`config.mk`:
```
export PLATFORM = sky130hd
export DESIGN_NAME = wdt_keyed
export DESIGN_NICKNAME = d
export VERILOG_FILES = /design/src/rtl/wdt_pkg.sv /design/src/rtl/wdt_post.sv /design/src/rtl/wdt_keyseq.sv /design/src/rtl/wdt_count.sv /design/src/rtl/wdt_keyed.sv
export SDC_FILE = /design/constraint.sdc
export NUM_CORES = 1
export LEC_CHECK = 0
export BUFFER_PORTS_ARGS = -buffer_cell sky130_fd_sc_hd__clkbuf_2
export CAP_MARGIN = 5
export CELL_PAD_IN_SITES_DETAIL_PLACEMENT = 0
export CELL_PAD_IN_SITES_GLOBAL_PLACEMENT = 1
export CORE_MARGIN = 2
export CORE_UTILIZATION = 52
export CTS_CLUSTER_SIZE = 40
export DETAILED_ROUTE_END_ITERATION = 12
export PLACE_DENSITY = 0.93
export SYNTH_ARGS = -nofsm -noshare
export SYNTH_HDL_FRONTEND = slang
export SYNTH_HIERARCHICAL = 1
export SYNTH_SLANG_ARGS = --single-unit
```
`constraint.sdc`:
```
create_clock -name clk -period 5.1 [get_ports clk]
set_input_delay 0.51 -clock clk [delete_from_list [all_inputs] [get_ports clk]]
set_output_delay 0.51 -clock clk [all_outputs]
set_load 0.01 [all_outputs]
```
`src/rtl/wdt_pkg.sv`:
```
package wdt_pkg;

  localparam int NSLOT     = 5;
  localparam int SLOT_CTRL = 0;
  localparam int SLOT_CNT  = 1;
  localparam int SLOT_LOAD = 2;
  localparam int SLOT_TRIG = 3;
  localparam int SLOT_RUN  = 4;

  localparam logic [7:0] OFS_ID   = 8'h00;
  localparam logic [7:0] OFS_CTRL = 8'h24;
  localparam logic [7:0] OFS_CNT  = 8'h28;
  localparam logic [7:0] OFS_LOAD = 8'h2C;
  localparam logic [7:0] OFS_TRIG = 8'h30;
  localparam logic [7:0] OFS_PEND = 8'h34;
  localparam logic [7:0] OFS_RUN  = 8'h48;

  localparam logic [31:0] KEY_START_A = 32'h0000_BBBB;
  localparam logic [31:0] KEY_START_B = 32'h0000_4444;
  localparam logic [31:0] KEY_STOP_A  = 32'h0000_AAAA;
  localparam logic [31:0] KEY_STOP_B  = 32'h0000_5555;

  typedef enum logic [1:0] {
    KS_IDLE  = 2'd0,
    KS_START = 2'd1,
    KS_STOP  = 2'd2
  } key_state_e;

  function automatic logic [7:0] slot_ofs(input int idx);
    case (idx)
      SLOT_CTRL: slot_ofs = OFS_CTRL;
      SLOT_CNT:  slot_ofs = OFS_CNT;
      SLOT_LOAD: slot_ofs = OFS_LOAD;
      SLOT_TRIG: slot_ofs = OFS_TRIG;
      default:   slot_ofs = OFS_RUN;
    endcase
  endfunction

endpackage

```
`src/rtl/wdt_post.sv`:
```
module wdt_post #(
  parameter int DW    = 32,
  parameter int DELAY = 4
) (
  input  logic          clk,
  input  logic          rst,
  input  logic          wr_hit,
  input  logic [DW-1:0] wr_data,
  output logic          pend,
  output logic          fire,
  output logic [DW-1:0] fire_data
);
  localparam int LW = (DELAY < 2) ? 1 : $clog2(DELAY);

  logic [LW-1:0] left;
  logic [DW-1:0] held;

  always_ff @(posedge clk) begin
    if (rst) begin
      pend <= 1'b0;
      left <= '0;
      held <= '0;
    end else if (wr_hit) begin
      pend <= 1'b1;
      left <= LW'(DELAY - 1);
      held <= wr_data;
    end else if (pend) begin
      if (left == '0) pend <= 1'b0;
      else            left <= left - 1'b1;
    end
  end

  assign fire      = pend && (left == '0);
  assign fire_data = held;

  // a bus write marks the register as pending on the next cycle
  p_wr_sets_pend_r3: assert property (@(posedge clk) disable iff (rst)
    wr_hit |=> pend);
  // an applied write with no new write behind it clears pending
  p_fire_clears_r3: assert property (@(posedge clk) disable iff (rst)
    (fire && !wr_hit) |=> !pend);

endmodule

```
`src/rtl/wdt_keyseq.sv`:
```
module wdt_keyseq
  import wdt_pkg::*;
#(
  parameter int DW = 32
) (
  input  logic          clk,
  input  logic          rst,
  input  logic          apply,
  input  logic [DW-1:0] word,
  output logic          running
);
  key_state_e state;
  logic hit_start, hit_stop;

  assign hit_start = (state == KS_START) && (word == DW'(KEY_START_B));
  assign hit_stop  = (state == KS_STOP)  && (word == DW'(KEY_STOP_B));

  always_ff @(posedge clk) begin
    if (rst) begin
      state   <= KS_IDLE;
      running <= 1'b1;
    end else if (apply) begin
      if (hit_start) begin
        running <= 1'b1;
        state   <= KS_IDLE;
      end else if (hit_stop) begin
        running <= 1'b0;
        state   <= KS_IDLE;
      end else if (word == DW'(KEY_START_A)) begin
        state <= KS_START;
      end else if (word == DW'(KEY_STOP_A)) begin
        state <= KS_STOP;
      end else begin
        state <= KS_IDLE;
      end
    end
  end

  // a completed start pair leaves the timer running
  p_start_pair_r4: assert property (@(posedge clk) disable iff (rst)
    (apply && hit_start) |=> running);
  // a completed stop pair leaves the timer stopped
  p_stop_pair_r5: assert property (@(posedge clk) disable iff (rst)
    (apply && hit_stop) |=> !running);
  // any other run-control word keeps the running state
  p_no_change_r6: assert property (@(posedge clk) disable iff (rst)
    (apply && !hit_start && !hit_stop) |=> (running == $past(running)));

endmodule

```
`src/rtl/wdt_count.sv`:
```
module wdt_count #(
  parameter int CW = 32,
  parameter int PW = 3
) (
  input  logic          clk,
  input  logic          rst,
  input  logic          tick,
  input  logic          running,
  input  logic          pre_en,
  input  logic [PW-1:0] ratio,
  input  logic          ld_en,
  input  logic [CW-1:0] ld_val,
  input  logic [CW-1:0] reload_val,
  output logic [CW-1:0] cnt,
  output logic          wrap_pulse
);
  localparam int PCW = (1 << PW) - 1;

  logic [PCW:0] presc;
  logic [PCW:0] span;
  logic         step;

  assign span = ((PCW + 1)'(1) << ratio) - (PCW + 1)'(1);
  assign step = tick && (!pre_en || (presc == span));

  always_ff @(posedge clk) begin
    if (rst || !pre_en) begin
      presc <= '0;
    end else if (tick && running) begin
      presc <= (presc == span) ? '0 : presc + 1'b1;
    end
  end

  always_ff @(posedge clk) begin
    if (rst) begin
      cnt        <= '0;
      wrap_pulse <= 1'b0;
    end else begin
      wrap_pulse <= 1'b0;
      if (ld_en) begin
        cnt <= ld_val;
      end else if (running && step) begin
        if (cnt == '1) begin
          cnt        <= reload_val;
          wrap_pulse <= 1'b1;
        end else begin
          cnt <= cnt + 1'b1;
        end
      end
    end
  end

  // with the timer stopped and no load, the count stays put
  p_stop_hold_r5: assert property (@(posedge clk) disable iff (rst)
    (!running && !ld_en) |=> $stable(cnt));
  // a counting step adds exactly one below the top value
  p_step_one_r8: assert property (@(posedge clk) disable iff (rst)
    (running && step && !ld_en && cnt != '1) |=> (cnt == $past(cnt) + 1'b1));
  // stepping from all ones raises the expiry pulse
  p_wrap_pulse_r9: assert property (@(posedge clk) disable iff (rst)
    (running && step && !ld_en && cnt == '1) |=> wrap_pulse);

endmodule

```
`src/rtl/wdt_keyed.sv`:
```
module wdt_keyed
  import wdt_pkg::*;
#(
  parameter int         AW       = 8,
  parameter int         DW       = 32,
  parameter int         POST_CYC = 4,
  parameter int         PRE_W    = 3,
  parameter logic [3:0] ID_MAJOR = 4'h1,
  parameter logic [3:0] ID_MINOR = 4'h0
) (
  input  logic          clk,
  input  logic          rst,
  input  logic          tick_32k,
  input  logic          bus_wr,
  input  logic          bus_rd,
  input  logic [AW-1:0] bus_addr,
  input  logic [DW-1:0] bus_wdata,
  output logic [DW-1:0] bus_rdata,
  output logic          expire
);
  localparam logic [DW-1:0] CTRL_MASK = DW'(((1 << (PRE_W + 1)) - 1) << 2);

  logic [AW-1:0]    word_addr;
  logic [NSLOT-1:0] wr_sel, pend, fire;
  logic [DW-1:0]    fdata [NSLOT];

  logic [DW-1:0] ctrl_q, load_q, trig_q, run_q, cnt;
  logic          running, trig_reload, ld_en;
  logic [DW-1:0] ld_val;

  assign word_addr = bus_addr & ~AW'(3);

  for (genvar i = 0; i < NSLOT; i++) begin : g_slot
    assign wr_sel[i] = bus_wr && (word_addr == AW'(slot_ofs(i)));
    wdt_post #(.DW(DW), .DELAY(POST_CYC)) u_post (
      .clk      (clk),
      .rst      (rst),
      .wr_hit   (wr_sel[i]),
      .wr_data  (bus_wdata),
      .pend     (pend[i]),
      .fire     (fire[i]),
      .fire_data(fdata[i])
    );
  end

  assign trig_reload = fire[SLOT_TRIG] && (fdata[SLOT_TRIG] != trig_q);
  assign ld_en       = fire[SLOT_CNT] || trig_reload;
  assign ld_val      = fire[SLOT_CNT] ? fdata[SLOT_CNT] : load_q;

  always_ff @(posedge clk) begin
    if (rst) begin
      ctrl_q <= '0;
      load_q <= '0;
      trig_q <= '0;
      run_q  <= '0;
    end else begin
      if (fire[SLOT_CTRL]) ctrl_q <= fdata[SLOT_CTRL] & CTRL_MASK;
      if (fire[SLOT_LOAD]) load_q <= fdata[SLOT_LOAD];
      if (trig_reload)     trig_q <= fdata[SLOT_TRIG];
      if (fire[SLOT_RUN])  run_q  <= fdata[SLOT_RUN];
    end
  end

  wdt_keyseq #(.DW(DW)) u_keys (
    .clk    (clk),
    .rst    (rst),
    .apply  (fire[SLOT_RUN]),
    .word   (fdata[SLOT_RUN]),
    .running(running)
  );

  wdt_count #(.CW(DW), .PW(PRE_W)) u_count (
    .clk       (clk),
    .rst       (rst),
    .tick      (tick_32k),
    .running   (running),
    .pre_en    (ctrl_q[2 + PRE_W]),
    .ratio     (ctrl_q[2 +: PRE_W]),
    .ld_en     (ld_en),
    .ld_val    (ld_val),
    .reload_val(load_q),
    .cnt       (cnt),
    .wrap_pulse(expire)
  );

  always_ff @(posedge clk) begin
    if (rst) begin
      bus_rdata <= '0;
    end else if (bus_rd) begin
      case (word_addr)
        AW'(OFS_ID):   bus_rdata <= DW'({ID_MAJOR, ID_MINOR});
        AW'(OFS_CTRL): bus_rdata <= ctrl_q;
        AW'(OFS_CNT):  bus_rdata <= cnt;
        AW'(OFS_LOAD): bus_rdata <= load_q;
        AW'(OFS_TRIG): bus_rdata <= trig_q;
        AW'(OFS_PEND): bus_rdata <= DW'(pend);
        AW'(OFS_RUN):  bus_rdata <= run_q;
        default:       bus_rdata <= '0;
      endcase
    end
  end

  // the expiry output never lasts two cycles
  p_single_pulse_r9: assert property (@(posedge clk) disable iff (rst)
    expire |=> !expire);
  // a trigger write of a new value reloads the count from load
  p_trig_reload_r7: assert property (@(posedge clk) disable iff (rst)
    (trig_reload && !fire[SLOT_CNT]) |=> (cnt == $past(load_q)));
  // a trigger write of the same value leaves the trigger register alone
  p_trig_same_r7: assert property (@(posedge clk) disable iff (rst)
    (fire[SLOT_TRIG] && fdata[SLOT_TRIG] == trig_q) |=> $stable(trig_q));
  // a direct counter write wins over everything else
  p_cnt_write_r10: assert property (@(posedge clk) disable iff (rst)
    fire[SLOT_CNT] |=> (cnt == $past(fdata[SLOT_CNT])));

endmodule

```
Word level (Yosys, flattened, before mapping)
Cells that the tools add are included.
{"block": "op_classes", "addsub": 8, "reduce_logical": 40, "n_eq_ne": 20, "mux": 43, "bitwise_logic": 1, "shifts": 1}
{"operator": "32-bit one-hot mux with 7 select lines", "n": 1}
{"operator": "32-bit two-way mux", "n": 4}
{"operator": "32-bit by 15-bit equality test with 1-bit output, second input constant", "n": 2}
{"operator": "32-bit by 16-bit equality test with 1-bit output, second input constant", "n": 2}
{"operator": "2-bit two-way mux", "n": 19}
{"operator": "32-bit by 1-bit adder with 32-bit output, second input constant", "n": 1}
{"operator": "32-bit equality test, second input constant", "n": 1}
{"operator": "32-bit != test", "n": 1}
{"operator": "6-bit by 4-bit equality test with 1-bit output, second input constant", "n": 5}
{"operator": "1-bit two-way mux", "n": 18}
{"operator": "1-bit logical AND", "n": 16}
{"operator": "2-bit nonzero test", "n": 7}
{"operator": "2-bit AND reduction", "n": 6}
{"operator": "2-bit logical NOT", "n": 5}
{"operator": "2-bit by 1-bit != test with 1-bit output, second input constant", "n": 5}
{"operator": "2-bit by 1-bit subtractor with 2-bit output, second input constant", "n": 5}
{"operator": "8-bit by 1-bit adder with 8-bit output, second input constant", "n": 1}
{"operator": "8-bit equality test", "n": 1}
{"operator": "8-bit logical NOT", "n": 1}
{"operator": "8-bit two-way mux", "n": 1}
{"operator": "1-bit by 3-bit << shifter with 8-bit output, first input constant", "n": 1}
{"operator": "8-bit by 2-bit subtractor with 8-bit output, second input constant", "n": 1}
{"operator": "6-bit by 5-bit equality test with 1-bit output, second input constant", "n": 1}
{"operator": "1-bit logical OR", "n": 3}
{"operator": "5 further kinds", "n": 5}
{"block": "totals", "inputBits": 45, "out_inout_bits": 33, "register_bits": 325}

Logic depth before layout (Yosys ltp)
Gate-level depths: netlist of the first run.
{"block": "logic_depth", "word_depth": 8, "ltp_mapped": 12, "mapped_depth_nobuf": 9}

Modules after synthesis
The synthesis of the first run kept the hierarchy.
{"module": "wdt_post", "instances": 5, "area_per_inst_um2": 1310.0, "cells_each": 119}
{"module": "wdt_keyed", "instances": 1, "area_per_inst_um2": 6349.8, "cells_each": 650}
{"module": "wdt_count", "instances": 1, "area_per_inst_um2": 2910.3, "cells_each": 368}
{"module": "wdt_keyseq", "instances": 1, "area_per_inst_um2": 282.8, "cells_each": 31}

Worst setup path before layout of the first run
OpenSTA, ideal clock, no wires.
{"block": "synth_path", "kind": "register -> register", "startpoint": "register g_slot[1].u_post.left[0]", "endpoint": "register u_count.cnt[16]", "arrival_ns": 2.279, "path_slack_ns": 2.743, "required_ns": 5.022, "period_less_slack_ns": 2.357, "path_stages_with_launch": 13, "setup_time_ns": 0.078, "cell_sequence": "dfxtp_1 inv_1 ha_1 and2_1 clkbuf_1 clkbuf_1 or2_2 clkbuf_1 inv_1 buf_6 clkbuf_1 a2bb2oi_1 nor3_1"}
{"block": "synth_between", "elab_chain_cells": 4}
{"element": "start, declared", "line": "wdt_post.sv:15", "text": "logic [LW-1:0] left;"}
{"element": "start signal, assigned", "line": "wdt_post.sv:25", "text": "left <= LW'(DELAY - 1);"}
{"element": "start signal, assigned", "line": "wdt_post.sv:29", "text": "else left <= left - 1'b1;"}
{"element": "2-bit logical NOT (*)", "line": "wdt_post.sv:33", "text": "assign fire = pend && (left == '0);"}
{"element": "1-bit logical AND (*)", "line": "wdt_post.sv:33"}
{"element": "named net fire[1]", "line": "wdt_keyed.sv:24", "text": "logic [NSLOT-1:0] wr_sel, pend, fire;"}
{"element": "1-bit logical OR (*)", "line": "wdt_keyed.sv:47", "text": "assign ld_en = fire[SLOT_CNT] || trig_reload;"}
{"element": "named net ld_en", "line": "wdt_keyed.sv:28", "text": "logic running, trig_reload, ld_en;"}
{"element": "32-bit two-way mux or 2-bit nonzero test (tied branches)"}
{"element": "end signal, assigned", "line": "wdt_count.sv:41", "text": "cnt <= ld_val;"}
{"element": "end signal, assigned", "line": "wdt_count.sv:44", "text": "cnt <= reload_val;"}
{"element": "end signal, assigned", "line": "wdt_count.sv:47", "text": "cnt <= cnt + 1'b1;"}
{"element": "end, declared", "line": "wdt_count.sv:14", "text": "output logic [CW-1:0] cnt,"}
Mark *: on every way through the listed nets, which the timed path passes. The rest lies on a longest branch.
A chain may end at the register's enable or synchronous reset.

Final worst setup path of the first run
{"block": "layout_path", "startpoint": "register trig_q[5]", "endpoint": "register u_count.cnt[20]"}
{"block": "layout_between", "elab_chain_cells": 4}
{"element": "start, declared", "line": "wdt_keyed.sv:27", "text": "logic [DW-1:0] ctrl_q, load_q, trig_q, run_q, cnt;"}
{"element": "start signal, assigned", "line": "wdt_keyed.sv:59", "text": "if (trig_reload) trig_q <= fdata[SLOT_TRIG];"}
{"element": "32-bit != test (*)", "line": "wdt_keyed.sv:46", "text": "assign trig_reload = fire[SLOT_TRIG] && (fdata[SLOT_TRIG] != trig_q);"}
{"element": "1-bit logical AND (*)", "line": "wdt_keyed.sv:46"}
{"element": "1-bit logical OR (*)", "line": "wdt_keyed.sv:47"}
{"element": "named net ld_en", "line": "wdt_keyed.sv:28"}
{"element": "32-bit two-way mux or 2-bit nonzero test (tied branches)"}
Marks and branches as above.

==> reports/summary.txt, run 1 <==
outcome: finished clean
slowest CP cell: or2_2
clock power share: 0.493
Vias: 12045
YS warnings: 6
pins over their slew limit: 0
Worst Path Arrival: 4.12 ns
# rows: 62
WP data required: 5.54 ns
critical path, cell by cell: xnor2_1, nand4_1, nor4_1, a21boi_4, or2_2, inv_1, buf_4, nor2_1, a311o_1, a21oi_1
DRC violations left: 0
power per cell area: 323.6 nW/um2
worst-skew pair later-pin latency: 0.51 ns
gr ovfl total: 0
clock tree buffer depth: 3
min cycle time layout: 3.676 ns
Final Cycle Share: 0.7208
Layout fillers: 2497
PortBufs: 75
die width: 174.4 um
Hold Startpoint: bus_wdata[24]
Post-CTS Setup Repair Bufs: 0
Crit Reg-Reg Startpoint: trig_q[5]
CTS tree: yes
total number of H-tree levels: 2
initial DRC count: 1227
setup_tns: 0 ns
pre-CTS setup slack: 1.530 ns
via-per-instance ratio: 6.053
Critical Path Fanout Max: 44
total nets after synthesis: 1608
fmax: 272.0 MHz
Hold Path Class: input pin to register
Clk pin slew, worst setup/hold paths: 0.06 ns
syn_area_per_cell: 9.704 um2
worst-margin pin slew: 0.9874 ns
Final HPWL DP: 28.67 mm
Top Ports: 78
final setup vio count: 0
crit path buf inv count: 2
total track usage: 0.2777
Post-CTS Hold Fix Bufs: 0
Top Family by Delay on Critical Path: simple AND/OR/NAND/NOR gates
layout cells sized above 1: 0.1396
Mapped Cells: 1556
CTS buffer count: 35
pin count of the biggest net entering global routing: 123
IR drop worst, VDD: 0.2949 mV
WL final: 43.13 mm
Nets: 1631
Worst Slack Setup Final: 1.424 ns
vias in the first global route: 11497
Hold Fails Final Rpt: 0
startpoint class of the critical path: register
Die ar.: 30420 um2
antenna viol nets, final: 0
Layout area overhead: 9.944%
unrepaired setup endpoints after global routing: no
mapped cell area: 15100 um2
Worst path max stage delay: 0.64 ns
initial antenna violation count: 1
CTS Root Cell: clkbuf_16
CP endpoint kind: register
sw frac: 0.2198
CP startpoint: trig_q[5]
Seq pwr share: 0.474
Max Clock Skew: 0.01030 ns
Leak Pwr: 0.005729 uW
relative slew slack: 0.3357
Pre-antenna DRT Iters: 8
Max Cap Viol: 0
post-cts sizing count: 0
Initial Util: 0.5275
Die Y: 174.4 um
logic gate share of total power: 0.033
routability cong.: 0.9020
first-pass GRT wire length: 65.99 mm
Int Pwr: 4192 uW
Core ar.: 28630 um2
setup slack, reg-to-reg: 1.42 ns
Clock Sinks: 323
switching power: 1181 uW
per-cell routed wire length: 21.67 um
Crit Path Class: register to register
## power groups by stage
stage                     Combinational [uW]  Clock (uW)  Sequential [uW]
after global placement                   170           0             2600
after floorplan                          106           0             2600
final                                    178        2650             2550
after global routing                     188        2790             2550
after CTS                                174        2680             2550
after detailed placement                 173           0             2600
## path summary, 6_finish.rpt
| kind | end | depth (start not counted) |
|---|---|---|
| worst max-delay path | u_count/cnt[20] | 10 |
| worst min-delay path | g_slot[1].u_post/fire_data[24] | 3 |
| worst max register to register | u_count/cnt[20] | 10 |
| worst min register to register | bus_rdata[4] | 2 |
## cell type report
class                   instances  area, um2  area share
diodes                          1      2.502   0.0001507
clock buffers                  49       1021     0.06150
clock inverters                14      183.9     0.01108
inverters                      30      112.6    0.006783
multi-input cells            1091       7777      0.4685
flip-flops and latches        323       6466      0.3895
well taps                     384      480.5     0.02894
repair buffers                 98      556.8     0.03354
## per-stage QoR
stage | area, um2 | power, uW | hold WS [ns] | utilization | std cells
finish | 16600 | 5373 | 0.3101 | 0.5799 | 1990
global route | 16600 | 5524 | 0.3198 | 0.5799 | 1989
CTS | 16600 | 5399 | 0.2992 | 0.5799 | 1989
detailed placement | 15390 | 2775 | 0.4652 | 0.5378 | 1926
global placement | 15390 | 2771 | 0.4588 | 0.5378 | 1926
floorplan | 15100 | 2703 | 0.4467 | - | 1556
## sequential cells by signal, indices dropped and copies added, names as in the netlist
register and cells:
trig_q 32, bus_rdata 32, u_keys/state 2, g_slot.u_post/left 10, run_q 32, load_q 32, g_slot.u_post/pend 5, u_keys/running 1
u_count/wrap_pulse 1, u_count/presc 8, ctrl_q 4, g_slot.u_post/fire_data 132, u_count/cnt 32
## worst min-delay path, delay by kind of cell
kind                   cells  cell delay, ns
AND/OR/NAND/NOR            1            0.07
buffers and inverters      1            0.13
multiplexers               1            0.08
## placed cells by master, fill, tap and decap left out, drive strengths merged, types with 24 or more instances in the layout
cell type / n
a222oi: 29
a22o: 33
clkbuf: 124
dfxtp: 323
inv: 30
mux2: 35
mux2i: 235
nand2: 95
nand2b: 75
nand4: 24
nor2: 247
xnor2: 41
## metal layers
metal,GRT usage,wire [um],vias up
met5,0,0,-
met4,0.1208,1716,0
met3,0.05118,3288,106
met2,0.4504,19930,509
met1,0.3622,18190,5826
li1,-,-,5604
Power figures use the tool's default switching activity.
==> inputs of run 2 (changes only) <==
--- a/config.mk
+++ b/config.mk
@@ -10,10 +10,10 @@
 export CELL_PAD_IN_SITES_DETAIL_PLACEMENT = 0
 export CELL_PAD_IN_SITES_GLOBAL_PLACEMENT = 1
 export CORE_MARGIN = 2
-export CORE_UTILIZATION = 52
+export CORE_UTILIZATION = 44
 export CTS_CLUSTER_SIZE = 40
 export DETAILED_ROUTE_END_ITERATION = 12
-export PLACE_DENSITY = 0.93
+export PLACE_DENSITY = 0.84
 export SYNTH_ARGS = -nofsm -noshare
 export SYNTH_HDL_FRONTEND = slang
 export SYNTH_HIERARCHICAL = 1
==> constraint.sdc (replaced) <==
create_clock -name clk -period 3 [get_ports clk]
set_input_delay 0.3 -clock clk [delete_from_list [all_inputs] [get_ports clk]]
set_output_delay 0.3 -clock clk [all_outputs]
set_load 0.01 [all_outputs]
==> reports/summary.txt, run 2 (same netlist as run 1, synthesis figures left out) <==
WP data required: 3.41 ns (-2.13 ns)
Hold Fails Final Rpt: 0 (unchanged)
fmax: 355.5 MHz (+31%)
Leak Pwr: 0.005832 uW (+1.8%)
post-route insts no fill: 2067 (+3.9%)
Post-CTS Setup Repair Bufs: 0 (unchanged)
CTS Root Cell: clkbuf_16
crit path buf inv count: 0 (-2)
total number of H-tree levels: 2 (unchanged)
min cycle time layout: 2.813 ns (-0.8634 ns)
logic gate share of total power: 0.035 (+0.002)
Die Y: 189.3 um (+8.5%)
switching power: 1969 uW (+67%)
Seq. cell area: 6466 um2 (unchanged)
Worst Path Arrival: 3.22 ns (-0.90 ns)
diode count: 0 (-1)
Hold Path Class: input pin to register
DRC violations left: 0 (unchanged)
sw frac: 0.2182 (-0.001517)
Nets: 1648 (+1.0%)
# rows: 67 (+8.1%)
Core ar.: 33700 um2 (+18%)
Seq pwr share: 0.480 (+0.006)
worst-margin pin slew: 0.8066 ns (-0.1808 ns)
Die ar.: 35820 um2 (+18%)
worst-skew pair later-pin latency: 0.51 ns (about the same)
Layout area overhead: 11.38%
Int Pwr: 7054 uW (+68%)
gr ovfl total: 0 (unchanged)
pin count of the biggest net entering global routing: 116 (-5.7%)
initial DRC count: 1106 (-9.9%)
unrepaired setup endpoints after global routing: no
Top Family by Delay on Critical Path: simple AND/OR/NAND/NOR gates
setup_tns: 0 ns (unchanged)
Hold Path Depth: 3 (unchanged)
WL final: 42.96 mm (-0.38%)
startpoint class of the critical path: register
final setup vio count: 0 (unchanged)
CP endpoint kind: register
Layout fillers: 3164 (+27%)
via-per-instance ratio: 5.756 (-4.9%)
Max Clock Skew: 0.01262 ns (+0.002319 ns)
critical path depth: 8 (-2)
critical path, cell by cell: xnor2_1, nand4_1, nor4_1, a21boi_4, or2_2, nor2_1, nand2_1, o32ai_1
Final Cycle Share: 0.9375 (+0.2168)
outcome: finished clean
antenna viol nets, final: 0 (unchanged)
Worst Reg-to-Reg Cells: 8 (-2)
Worst path max stage delay: 0.51 ns (-0.13 ns)
routability cong.: 0.9266 (+2.7%)
Initial Util: 0.4481 (-0.07944)
CTS tree: yes
IR drop worst, VDD: 0.4260 mV (+44%)
relative slew slack: 0.4623 (+0.1266)
power per cell area: 536.5 nW/um2 (+66%)
Clock Sinks: 323 (unchanged)
Vias: 11898 (-1.2%)
clock power share: 0.485 (-0.008)
pins over their slew limit: 0 (unchanged)
CTS buffer count: 35 (unchanged)
vias in the first global route: 11337 (-1.4%)
initial antenna violation count: 1 (unchanged)
Critical Path Fanout Max: 9 (-80%)
clock tree buffer depth: 3 (unchanged)
Top Ports: 78 (unchanged)
Pre-antenna DRT Iters: 8 (unchanged)
Multi-input gate area: 7784 um2 (about the same)
first-pass GRT wire length: 66.41 mm (+0.63%)
slowest CP cell: nor4_1
PortBufs: 75 (unchanged)
per-cell routed wire length: 20.78 um (-4.1%)
die width: 189.3 um (+8.5%)
commonest cells after routing, fill and taps aside: dfxtp_1 (323), nor2_1 (245), mux2i_1 (235), nand2_1 (92), nand2b_1 (75)
layout cells sized above 1: 0.1476 (+0.008058)
Crit Path Class: register to register
commonest non-fill, non-tap cell in the layout: dfxtp_1
Max Cap Viol: 0 (unchanged)
total track usage: 0.2368 (-0.04092)
Clk pin slew, worst setup/hold paths: 0.06 ns (about the same)
max reg flops: 132 (unchanged)
placed cells: 2007 (+4.2%)
Final HPWL DP: 29.70 mm (+3.6%)
## run 2: layout make-up
type,count,area share
Inverter,30,0.006696
Sequential cell,323,0.3845
Clock inverter,10,0.007440
Timing Repair Buffer,115,0.04367
Tap cell,448,0.03333
Clock buffer,50,0.06153
Multi-Input combinational cell,1091,0.4628
## run 2: worst register-to-register path, stage by stage, from the launching register on
cell and delay [ns]:
dfxtp_1 0.33, xnor2_1 0.35, nand4_1 0.20, nor4_1 0.51, a21boi_4 0.09, or2_2 0.35
nor2_1 0.16, nand2_1 0.33, o32ai_1 0.39
## run 2: metal layers
layer,vias up,routed length [um],global-route usage
li1,5623,-,-
met1,5747,20000,0.3337
met2,443,18730,0.3667
met3,83,3072,0.04486
met4,2,1145,0.07305
met5,-,13,0
## run 2: worst paths after layout
kind / from / to / slack, ns
max: trig_q[12] / u_count/cnt[27] / 0.19
min: bus_wdata[17] / g_slot[1].u_post/fire_data[17] / 0.11
max reg2reg: trig_q[12] / u_count/cnt[27] / 0.19
min reg2reg: bus_rdata[4] / bus_rdata[4] / 0.48
## run 2: power groups by stage
stage | Sequential (uW) | Combinational, uW | Clock, uW
floorplan | 4420 | 180 | 0
global placement | 4420 | 305 | 0
detailed placement | 4430 | 308 | 0
CTS | 4330 | 310 | 4430
global route | 4330 | 334 | 4590
finish | 4330 | 315 | 4380
## run 2: metrics by stage
stage	power [uW]	hold slack [ns]	area (um2)	utilization	setup WS (ns)
floorplan	4596	0.3691	15100	-	0.6435
global placement	4730	0.4619	15650	0.4644	0.3065
detailed placement	4734	0.4646	15650	0.4644	0.2669
CTS	9066	0.09720	16810	0.4988	0.2420
global route	9259	0.1125	16820	0.4990	0.06400
finish	9023	0.1074	16820	0.4990	0.1874
## run 2: repair_timing
item | in CTS | in global routing
hold buffers | 0 | 0
setup endpoints to repair | 0 | 8
resized for setup | 0 | 1
==> inputs of run 3 (changes only) <==
--- a/config.mk
+++ b/config.mk
@@ -10,10 +10,10 @@
 export CELL_PAD_IN_SITES_DETAIL_PLACEMENT = 0
 export CELL_PAD_IN_SITES_GLOBAL_PLACEMENT = 1
 export CORE_MARGIN = 2
-export CORE_UTILIZATION = 44
+export CORE_UTILIZATION = 52
 export CTS_CLUSTER_SIZE = 40
 export DETAILED_ROUTE_END_ITERATION = 12
-export PLACE_DENSITY = 0.84
+export PLACE_DENSITY = 0.93
 export SYNTH_ARGS = -nofsm -noshare
 export SYNTH_HDL_FRONTEND = slang
 export SYNTH_HIERARCHICAL = 1
==> constraint.sdc (replaced) <==
create_clock -name clk -period 3.4 [get_ports clk]
set_input_delay 0.34 -clock clk [delete_from_list [all_inputs] [get_ports clk]]
set_output_delay 0.34 -clock clk [all_outputs]
set_load 0.01 [all_outputs]
==> reports/summary.txt, run 3 (same netlist as run 1, synthesis figures left out) <==
final setup vio count: 0 (unchanged)
pin count of the biggest net entering global routing: 110 (-5.2%)
gr ovfl total: 0 (unchanged)
CTS buffer count: 34 (-2.9%)
first-pass GRT wire length: 66.37 mm (about the same)
CP endpoint kind: register
initial DRC count: 1189 (+7.5%)
via-per-instance ratio: 6.003 (+4.3%)
Hold Path Class: input pin to register
worst-skew pair later-pin latency: 0.51 ns (about the same)
Crit Path Class: register to register
Worst Path Arrival: 3.53 ns (+0.31 ns)
antenna viol nets, final: 0 (unchanged)
relative slew slack: 0.3151 (-0.1472)
total number of H-tree levels: 2 (unchanged)
total track usage: 0.2772 (+0.04040)
startpoint class of the critical path: register
DRC violations left: 0 (unchanged)
Met1 Wirelength: 18.89 mm (-5.5%)
Leak Pwr: 0.005755 uW (-1.3%)
Seq pwr share: 0.482 (+0.002)
Pre-antenna DRT Iters: 6 (-2)
Post-CTS Setup Repair Bufs: 0 (unchanged)
Worst Reg-to-Reg Cells: 9 (+1)
Max Cap Viol: 0 (unchanged)
final hold slack: 0.1401 ns (+0.03275 ns)
initial antenna violation count: 0 (-1)
Core ar.: 28630 um2 (-15%)
met3 WL: 2.648 mm (-14%)
clock tree buffer depth: 3 (unchanged)
Initial Util: 0.5275 (+0.07944)
Final Cycle Share: 0.9211 (-0.01646)
WP data required: 3.80 ns (+0.39 ns)
commonest cells after routing, fill and taps aside: dfxtp_1 (323), nor2_1 (245), mux2i_1 (235), nand2_1 (92), nand2b_1 (75)
Die Y: 174.4 um (-7.8%)
unrepaired setup endpoints after global routing: no
CTS tree: yes
Total Power: 7930 uW (-12%)
power per cell area: 476.5 nW/um2 (-11%)
post-route insts no fill: 1987 (-3.9%)
outcome: finished clean
PortBufs: 75 (unchanged)
IR drop worst, VDD: 0.3881 mV (-8.9%)
CTS Root Cell: clkbuf_16
logic gate share of total power: 0.034 (about the same)
Max Clock Skew: 0.01211 ns (-0.0005135 ns)
Layout area overhead: 10.20%
pins over their slew limit: 0 (unchanged)
diode count: 0 (unchanged)
vias in the first global route: 11405 (+0.60%)
Die ar.: 30420 um2 (-15%)
Final HPWL DP: 28.95 mm (-2.5%)
setup_tns: 0 ns (unchanged)
Hold Path Depth: 3 (unchanged)
Top Ports: 78 (unchanged)
die width: 174.4 um (-7.8%)
Critical Path Fanout Max: 17 (+8)
fmax: 319.3 MHz (-10%)
Clock Sinks: 323 (unchanged)
min cycle time layout: 3.132 ns (+0.3191 ns)
sw frac: 0.2121 (-0.006174)
WL final: 42.58 mm (-0.88%)
met2 routed WL: 19.64 mm (+4.8%)
worst-margin pin slew: 1.027 ns (+0.2208 ns)
max layer used: met4
switching power: 1682 uW (-15%)
Nets: 1635 (-0.79%)
Vias: 11928 (+0.25%)
max reg flops: 132 (unchanged)
layout cells sized above 1: 0.1391 (-0.008508)
# rows: 62 (-7.5%)
per-cell routed wire length: 21.43 um (+3.1%)
clock power share: 0.484 (about the same)
routability cong.: 0.9143 (-1.3%)
post-cts sizing count: 0 (unchanged)
commonest non-fill, non-tap cell in the layout: dfxtp_1
placed cells: 1931 (-3.8%)
Post-CTS Hold Fix Bufs: 0 (unchanged)
Int Pwr: 6248 uW (-11%)
Clk pin slew, worst setup/hold paths: 0.06 ns (about the same)
Hold Fails Final Rpt: 0 (unchanged)
[run 3: cell types whose count changed in the layout (fill, tap and decap cells not counted)]
cell / previous run / this run
clkbuf_1: 7 / 6
clkbuf_8: 7 / 9
buf_4: 36 / 24
nor4_2: 1 / 0
nor4_1: 9 / 10
clkinv_2: 7 / 2
[run 3: layout make-up]
cell class,count,area [um2]
Inverter,30,112.6
Fill cell,2469,11990
Timing Repair Buffer,103,644.4
Sequential cell,323,6466
Multi-Input combinational cell,1091,7777
Clock inverter,5,100.1
Clock buffer,51,1059
Tap cell,384,480.5
[run 3: worst max-delay path, stage by stage, from the launching register on]
cell,delay (ns)
dfxtp_1,0.34
xnor2_1,0.36
nand4_1,0.25
nor4_1,0.51
a21boi_4,0.11
or2_2,0.44
inv_1,0.23
buf_4,0.23
nand2_1,0.23
o2111a_1,0.31
[run 3: metal layers]
metal	track usage	vias up
met5	0	-
met4	0.09244	0
met3	0.03653	91
met2	0.4575	446
met1	0.3753	5799
li1	-	5592
[run 3: power by group through the flow]
stage	clock network (uW)	registers (uW)	logic, uW
final	3840	3820	269
after floorplan	0	3900	158
after detailed placement	0	3900	263
after global placement	0	3900	259
after global routing	4030	3820	285
after CTS	3880	3820	264
[run 3: worst paths after layout]
kind | startpoint | end | slack (ns)
setup / recovery | trig_q[3] | u_count/cnt[31] | 0.27
hold / removal | bus_wdata[27] | g_slot[3].u_post/fire_data[27] | 0.14
setup reg to reg | trig_q[3] | u_count/cnt[31] | 0.27
hold reg to reg | bus_rdata[4] | bus_rdata[4] | 0.48
[run 3: stage by stage]
stage / worst slack [ns] / util / cell area (um2)
final: 0.2683 / 0.5813 / 16640
after global routing: 0.2381 / 0.5813 / 16640
after CTS: 0.3554 / 0.5813 / 16640
after detailed placement: 0.3553 / 0.5408 / 15480
after global placement: 0.3922 / 0.5408 / 15480
after floorplan: 1.043 / - / 15100
